$ cat config.mk
export PLATFORM = sky130hd
export DESIGN_NAME = i2cs_byte_engine
export DESIGN_NICKNAME = d
export VERILOG_FILES = /design/src/rtl/i2cs_pkg.sv /design/src/rtl/i2cs_sync.sv /design/src/rtl/i2cs_cond_det.sv /design/src/rtl/i2cs_xfer_fsm.sv /design/src/rtl/i2cs_byte_engine.sv
export SDC_FILE = /design/constraint.sdc
export NUM_CORES = 1
export LEC_CHECK = 0
export ABC_AREA = 1
export CORE_ASPECT_RATIO = 0.9
export CORE_MARGIN = 2
export CORE_UTILIZATION = 50
export DETAILED_ROUTE_END_ITERATION = 6
export PLACE_DENSITY_LB_ADDON = 0.12
export RECOVER_POWER = 25
export SYNTH_ARGS = -nofsm -noshare
export SYNTH_HDL_FRONTEND = slang
export SYNTH_SLANG_ARGS = --single-unit
export TNS_END_PERCENT = 20
$ cat constraint.sdc
create_clock -name clk -period 3.25 [get_ports clk]
set_input_delay 0.325 -clock clk [delete_from_list [all_inputs] [get_ports clk]]
set_output_delay 0.325 -clock clk [all_outputs]
set_load 0.005 [all_outputs]
$ cat src/rtl/i2cs_pkg.sv
package i2cs_pkg;
  localparam int BYTE_W = 8;
  localparam int ADDR_W = 7;
  localparam int CNT_W  = $clog2(BYTE_W + 1);

  localparam logic [1:0] SEL_CTRL = 2'd0;
  localparam logic [1:0] SEL_STAT = 2'd1;
  localparam logic [1:0] SEL_DATA = 2'd2;

  // status bit positions
  localparam int SB_DONE = 0;
  localparam int SB_AAS  = 1;
  localparam int SB_RW   = 2;
  localparam int SB_NACK = 3;
  localparam int SB_HOLD = 4;

  typedef enum logic [3:0] {
    ST_IDLE,
    ST_ADDR,
    ST_ADDR_ACK,
    ST_RX,
    ST_RX_ACK,
    ST_TX,
    ST_TX_ACK,
    ST_HOLD,
    ST_SETUP,
    ST_SKIP
  } eng_state_e;

  function automatic logic addr_hit(input logic [BYTE_W-1:0] b,
                                    input logic [ADDR_W-1:0] own);
    return b[BYTE_W-1:1] == own;
  endfunction

  function automatic logic rw_of(input logic [BYTE_W-1:0] b);
    return b[0];
  endfunction
endpackage

$ cat src/rtl/i2cs_sync.sv
module i2cs_sync #(
  parameter int W      = 2,
  parameter int STAGES = 2
) (
  input  logic         clk,
  input  logic         rst_n,
  input  logic [W-1:0] d,
  output logic [W-1:0] q
);
  logic [STAGES-1:0][W-1:0] pipe;

  always_ff @(posedge clk or negedge rst_n) begin
    if (!rst_n) pipe <= '1;
    else        pipe <= {pipe[STAGES-2:0], d};
  end

  assign q = pipe[STAGES-1];
endmodule

$ cat src/rtl/i2cs_cond_det.sv
module i2cs_cond_det (
  input  logic clk,
  input  logic rst_n,
  input  logic scl_s,
  input  logic sda_s,
  output logic start_evt,
  output logic stop_evt,
  output logic scl_rise,
  output logic scl_fall
);
  logic scl_p, sda_p;

  always_ff @(posedge clk or negedge rst_n) begin
    if (!rst_n) begin
      scl_p <= 1'b1;
      sda_p <= 1'b1;
    end else begin
      scl_p <= scl_s;
      sda_p <= sda_s;
    end
  end

  assign start_evt = scl_s && scl_p && sda_p && !sda_s;
  assign stop_evt  = scl_s && scl_p && !sda_p && sda_s;
  assign scl_rise  = scl_s && !scl_p;
  assign scl_fall  = !scl_s && scl_p;
endmodule

$ cat src/rtl/i2cs_xfer_fsm.sv
module i2cs_xfer_fsm
  import i2cs_pkg::*;
#(
  parameter logic [ADDR_W-1:0] OWN_ADDR = 7'h2A
) (
  input  logic              clk,
  input  logic              rst_n,
  input  logic              start_evt,
  input  logic              stop_evt,
  input  logic              scl_rise,
  input  logic              scl_fall,
  input  logic              sda_s,
  input  logic              tx_mode,
  input  logic              rel_rd,
  input  logic              rel_wr,
  input  logic [BYTE_W-1:0] load_byte,
  output logic              scl_oe,
  output logic              sda_oe,
  output logic              hold_o,
  output logic              done_set,
  output logic              aas_set,
  output logic              nack_set,
  output logic              nack_val,
  output logic              rx_set,
  output logic [BYTE_W-1:0] rx_byte,
  output logic              rw_cap
);
  localparam logic [CNT_W-1:0] LAST = CNT_W'(BYTE_W);

  eng_state_e        state;
  logic [BYTE_W-1:0] shreg;
  logic [CNT_W-1:0]  bitcnt;
  logic              sda_q, rw_q, nack_q;
  logic              bus_cond, ack_end, byte_end, rel_go;

  assign bus_cond = start_evt || stop_evt;
  assign ack_end  = !bus_cond && scl_fall &&
                    (state == ST_ADDR_ACK || state == ST_RX_ACK || state == ST_TX_ACK);
  assign byte_end = !bus_cond && scl_fall && (bitcnt == LAST) &&
                    (state == ST_ADDR || state == ST_RX);
  assign rel_go   = !bus_cond && (state == ST_HOLD) && (tx_mode ? rel_wr : rel_rd);

  assign done_set = ack_end;
  assign aas_set  = ack_end && (state == ST_ADDR_ACK);
  assign nack_set = ack_end && (state == ST_TX_ACK);
  assign rx_set   = byte_end && (state == ST_RX);

  always_ff @(posedge clk or negedge rst_n) begin
    if (!rst_n) begin
      state  <= ST_IDLE;
      shreg  <= '0;
      bitcnt <= '0;
      sda_q  <= 1'b0;
      rw_q   <= 1'b0;
      nack_q <= 1'b0;
    end else if (bus_cond) begin
      state  <= start_evt ? ST_ADDR : ST_IDLE;
      bitcnt <= '0;
      sda_q  <= 1'b0;
    end else begin
      case (state)
        ST_ADDR, ST_RX: begin
          if (scl_rise) begin
            shreg  <= {shreg[BYTE_W-2:0], sda_s};
            bitcnt <= bitcnt + 1'b1;
          end else if (byte_end) begin
            if (state == ST_RX) begin
              sda_q <= 1'b1;
              state <= ST_RX_ACK;
            end else if (addr_hit(shreg, OWN_ADDR)) begin
              sda_q <= 1'b1;
              rw_q  <= rw_of(shreg);
              state <= ST_ADDR_ACK;
            end else begin
              state <= ST_SKIP;
            end
          end
        end
        ST_ADDR_ACK, ST_RX_ACK: begin
          if (scl_fall) begin
            sda_q  <= 1'b0;
            bitcnt <= '0;
            state  <= ST_HOLD;
          end
        end
        ST_TX_ACK: begin
          if (scl_rise)      nack_q <= sda_s;
          else if (scl_fall) state  <= ST_HOLD;
        end
        ST_HOLD: begin
          if (rel_go) begin
            if (tx_mode) begin
              shreg  <= load_byte;
              sda_q  <= ~load_byte[BYTE_W-1];
              bitcnt <= CNT_W'(1);
              state  <= ST_SETUP;
            end else begin
              bitcnt <= '0;
              state  <= ST_RX;
            end
          end
        end
        ST_SETUP: state <= ST_TX;
        ST_TX: begin
          if (scl_fall) begin
            if (bitcnt == LAST) begin
              sda_q <= 1'b0;
              state <= ST_TX_ACK;
            end else begin
              sda_q  <= ~shreg[BYTE_W-2];
              shreg  <= {shreg[BYTE_W-2:0], 1'b0};
              bitcnt <= bitcnt + 1'b1;
            end
          end
        end
        default: ;
      endcase
    end
  end

  assign scl_oe   = (state == ST_HOLD) || (state == ST_SETUP);
  assign hold_o   = (state == ST_HOLD);
  assign sda_oe   = sda_q;
  assign rx_byte  = shreg;
  assign rw_cap   = rw_q;
  assign nack_val = nack_q;
endmodule

$ cat src/rtl/i2cs_byte_engine.sv
module i2cs_byte_engine
  import i2cs_pkg::*;
#(
  parameter logic [6:0] OWN_ADDR    = 7'h2A,
  parameter int         SYNC_STAGES = 2
) (
  input  logic       clk,
  input  logic       rst_n,
  input  logic       scl_i,
  input  logic       sda_i,
  output logic       scl_oe,
  output logic       sda_oe,
  input  logic [1:0] reg_sel,
  input  logic       reg_wr,
  input  logic       reg_rd,
  input  logic [7:0] reg_wdata,
  output logic [7:0] reg_rdata,
  output logic       irq
);
  logic [1:0]        bus_s;
  logic              start_evt, stop_evt, scl_rise, scl_fall;
  logic              eng_hold, done_set, aas_set, nack_set, nack_val, rx_set, rw_cap;
  logic [BYTE_W-1:0] rx_byte;
  logic              ctrl_tx, st_done, st_aas, st_nack;
  logic [BYTE_W-1:0] data_reg;
  logic              wr_ctrl, wr_stat, wr_data, rd_data;

  assign wr_ctrl = reg_wr && (reg_sel == SEL_CTRL);
  assign wr_stat = reg_wr && (reg_sel == SEL_STAT);
  assign wr_data = reg_wr && (reg_sel == SEL_DATA);
  assign rd_data = reg_rd && (reg_sel == SEL_DATA);

  i2cs_sync #(.W(2), .STAGES(SYNC_STAGES)) sync_i (
    .clk(clk), .rst_n(rst_n), .d({scl_i, sda_i}), .q(bus_s)
  );

  i2cs_cond_det cond_i (
    .clk(clk), .rst_n(rst_n), .scl_s(bus_s[1]), .sda_s(bus_s[0]),
    .start_evt(start_evt), .stop_evt(stop_evt),
    .scl_rise(scl_rise), .scl_fall(scl_fall)
  );

  i2cs_xfer_fsm #(.OWN_ADDR(OWN_ADDR)) fsm_i (
    .clk(clk), .rst_n(rst_n),
    .start_evt(start_evt), .stop_evt(stop_evt),
    .scl_rise(scl_rise), .scl_fall(scl_fall), .sda_s(bus_s[0]),
    .tx_mode(ctrl_tx), .rel_rd(rd_data), .rel_wr(wr_data), .load_byte(reg_wdata),
    .scl_oe(scl_oe), .sda_oe(sda_oe), .hold_o(eng_hold),
    .done_set(done_set), .aas_set(aas_set), .nack_set(nack_set), .nack_val(nack_val),
    .rx_set(rx_set), .rx_byte(rx_byte), .rw_cap(rw_cap)
  );

  always_ff @(posedge clk or negedge rst_n) begin
    if (!rst_n) begin
      ctrl_tx  <= 1'b0;
      st_done  <= 1'b0;
      st_aas   <= 1'b0;
      st_nack  <= 1'b0;
      data_reg <= '0;
    end else begin
      if (wr_ctrl) ctrl_tx <= reg_wdata[0];

      if (done_set)                        st_done <= 1'b1;
      else if (wr_stat && reg_wdata[SB_DONE]) st_done <= 1'b0;

      if (wr_ctrl || start_evt || stop_evt) st_aas <= 1'b0;
      else if (aas_set)                     st_aas <= 1'b1;
      else if (done_set)                    st_aas <= 1'b0;

      if (nack_set) st_nack <= nack_val;

      if (rx_set)       data_reg <= rx_byte;
      else if (wr_data) data_reg <= reg_wdata;
    end
  end

  always_comb begin
    reg_rdata = '0;
    case (reg_sel)
      SEL_CTRL: reg_rdata[0] = ctrl_tx;
      SEL_STAT: begin
        reg_rdata[SB_DONE] = st_done;
        reg_rdata[SB_AAS]  = st_aas;
        reg_rdata[SB_RW]   = rw_cap;
        reg_rdata[SB_NACK] = st_nack;
        reg_rdata[SB_HOLD] = scl_oe;
      end
      SEL_DATA: reg_rdata = data_reg;
      default: ;
    endcase
  end

  assign irq = st_done;
endmodule

==> flow_summary.ini <==
[setup_path]
cp.arrival_ns = 2.16
end_kind = primary output
startpoint_type = input port
crit_type = in2out
required_ns = 2.92
path_max_fanout = 10
reg2regPathDepth = 8

[clocking]
root_buffer = clkbuf_8
cts_resized = 0
clock_sinks = 37
clk-insertion-delay-late_ns = 0.30
post-cts-setup-buffer-count = 0
clk_pin_slew_ns = 0.08
htree_num_levels = 2
cts_inserted_buffers = 5
ctsHoldBuffers = 0
clockBufferDepth = 2
cts_tree = done

[synthesis]
ys_types = 36
ys.flop_type = dfrtp_1
synth_area_leaders = dfrtp_1, nand2_1, nand3_1
ys_ff_latch = 37
yosysTopAreaCell = dfrtp_1
synthTopCellsByCount = nand2_1, nand3_1, inv_1
synth_edf_count = 0
synth_top_area_share_pct = 31.4
syn-num-nets = 345
yosys_warnings = 0
syn-mean-instance-area_sq_um = 7.65
synth.most_common_cell = nand2_1
ys_seq_area_share_pct = 37.8
synthArstFlopShare_pct = 100
syn_area_sq_um = 2470
netlist_instances = 323

[die]
ios = 27
initial_core_util_pct = 51.4
die_w_um = 78.1
fp.dieH_um = 70.7
fp.dieArea_sq_um = 5520
std_cell_rows = 24
core-area_sq_um = 4800

[global_routing]
grt_max_degree = 38
grt_pass1_wl_mm = 9.68
grt_pass1_vias = 2015
antenna_found_initial = 0
track_usage_pct = 22.2
gr-total-overflow = 0

[pwr]
power_mw = 2.03
powerDensity_nw_per_um2 = 717
ir_worst_vdd_uv = 429
leakage_nw = 1.51

[route]
wl_met2_mm = 2.38
route.met3.wl_um = 288
drt-wirelength-per-cell_um = 13.7
first_pass_iters = 4
drtIter0Drc = 100
wl_mm = 5.67
num_vias = 2103
drc_errors = 0
drt-met1-wl_mm = 2.91
top_layer = met4
antenna_left = 0
viasPerCell = 5.08

[timing]
rsz0062_at_grt = no
maxSlewHeadroom_pct = -29.5
finalSetupTns_ns = 0
setup_ws_ns = 0.767
holdWs_ns = 0.364
period_minus_slack_ns = 2.48
worst_slew_pin_slew_ns = 1.94
skew_ns = 0.00593
hold_viol = 0
slew_viol_final = 38
setup_viol_count_final = 0
finalCritPeriodShare_pct = 76.4
fmax_mhz = 403

[place]
place_congestion = 0.946
io_buffer_count = 26
dp_hpwl_mm = 4.32
dp_slack_ns = 0.748

[worst_hold_path]
hold-path-cell-count = 0
hold_class = reg2reg

[final_layout]
multi_input_area_sq_um = 1320
drive_gt1_share_pct = 16.6
n_fill_cell = 462
syn2layout_area_growth_pct = 14.7
nNetsFinal = 370
seq_area_sq_um = 933
diodes = 0

[outcome]
violations = max-capacitance violations, max-slew violations
outcome = finished, violations left

[job]
max_cap_viol_count = 1
critical path: stages:
cell and delay [ns]:
clkdlybuf4s50_1 0.45, inv_1 0.10, ha_1 0.38, nand2_1 0.13, a31o_2 0.25, inv_1 0.05
clkdlybuf4s50_1 0.49
report_power, final:
group / leakage, nW / internal, mW / switching [mW]
registers: 0.460 / 0.588 / 0.130
logic: 1.02 / 0.388 / 0.600
clock network: 0.0364 / 0.150 / 0.175
total: 1.51 / 1.13 / 0.906
cell families (layout without fill, tap and decap cells):
family          after synthesis  after routing  synth area share, %
compound gates               34             34                 9.37
xor+xnor                      2              2                0.709
mux                           5              5                 2.08
fa+ha+maj                     6              6                 3.04
simple gates                189            189                 38.0
buf+inv                      50             76                 9.01
flops                        37             37                 37.8
layout make-up:
type / count / area share (%)
Clock buffer: 5 / 2.43
Tap cell: 65 / 2.87
Multi-Input combinational cell: 236 / 46.4
Inverter: 42 / 5.65
Clock inverter: 3 / 0.794
Timing Repair Buffer: 26 / 8.96
Sequential cell: 37 / 32.9
final timing paths:
path / start / endpoint / slack, ns
worst max-delay path: reg_sel[0] / reg_rdata[0] / 0.77
worst min-delay path: sync_i.pipe[0]$_DFF_PN1_ / sync_i.q[0]$_DFF_PN1_ / 0.36
worst max register to register: sync_i.q[1]$_DFF_PN1_ / data_reg[5]$_DFFE_PN0P_ / 1.33
worst min register to register: sync_i.pipe[0]$_DFF_PN1_ / sync_i.q[0]$_DFF_PN1_ / 0.36
max in group asynchronous: rst_n / fsm_i.bitcnt[3]$_DFFE_PN0P_ / 1.57
min in group asynchronous: rst_n / data_reg[1]$_DFFE_PN0P_ / 0.55
layout by cell type (no fill, tap or decap):
master           instances
dlygate4sd3_1            2
nand2_2                  6
nor3_4                   1
clkbuf_8                 5
clkbuf_1                 1
mux2_2                   1
nand4_1                  3
nor2_2                   2
nor2_1                  22
or2_1                    1
inv_1                   32
nand3_4                  2
o21ai_0                 10
clkinvlp_4               3
o211ai_1                 5
inv_4                    1
xor2_1                   1
ha_1                     6
and2_4                   1
a31o_2                   1
dfrtp_1                 31
clkdlybuf4s50_1         23
nor3_1                   1
nand3_2                  1
clkinv_1                 1
dfstp_1                  2
a21oi_1                  6
nand2_1                 93
dfstp_2                  4
o21ai_2                  9
o21ai_4                  1
nand2_4                  7
nand3b_1                 1
nand3_1                 43
o21ai_1                  2
xnor2_1                  1
inv_2                    8
mux2i_1                  4
nor2_4                   5
stage by stage:
| stage | std cells | area [sq um] | utilization, % |
|---|---|---|---|
| CTS | 414 | 2840 | 59.0 |
| floorplan | 323 | 2470 | - |
| global route | 414 | 2840 | 59.0 |
| detailed placement | 406 | 2750 | 57.1 |
| global placement | 406 | 2750 | 57.1 |
| finish | 414 | 2840 | 59.0 |
layer usage:
metal	up-vias	track usage [%]
met5	-	0
met4	0	7.41
met3	9	4.46
met2	49	32.1
met1	959	33.5
li1	1086	-
(Power assumes the default switching activity.)
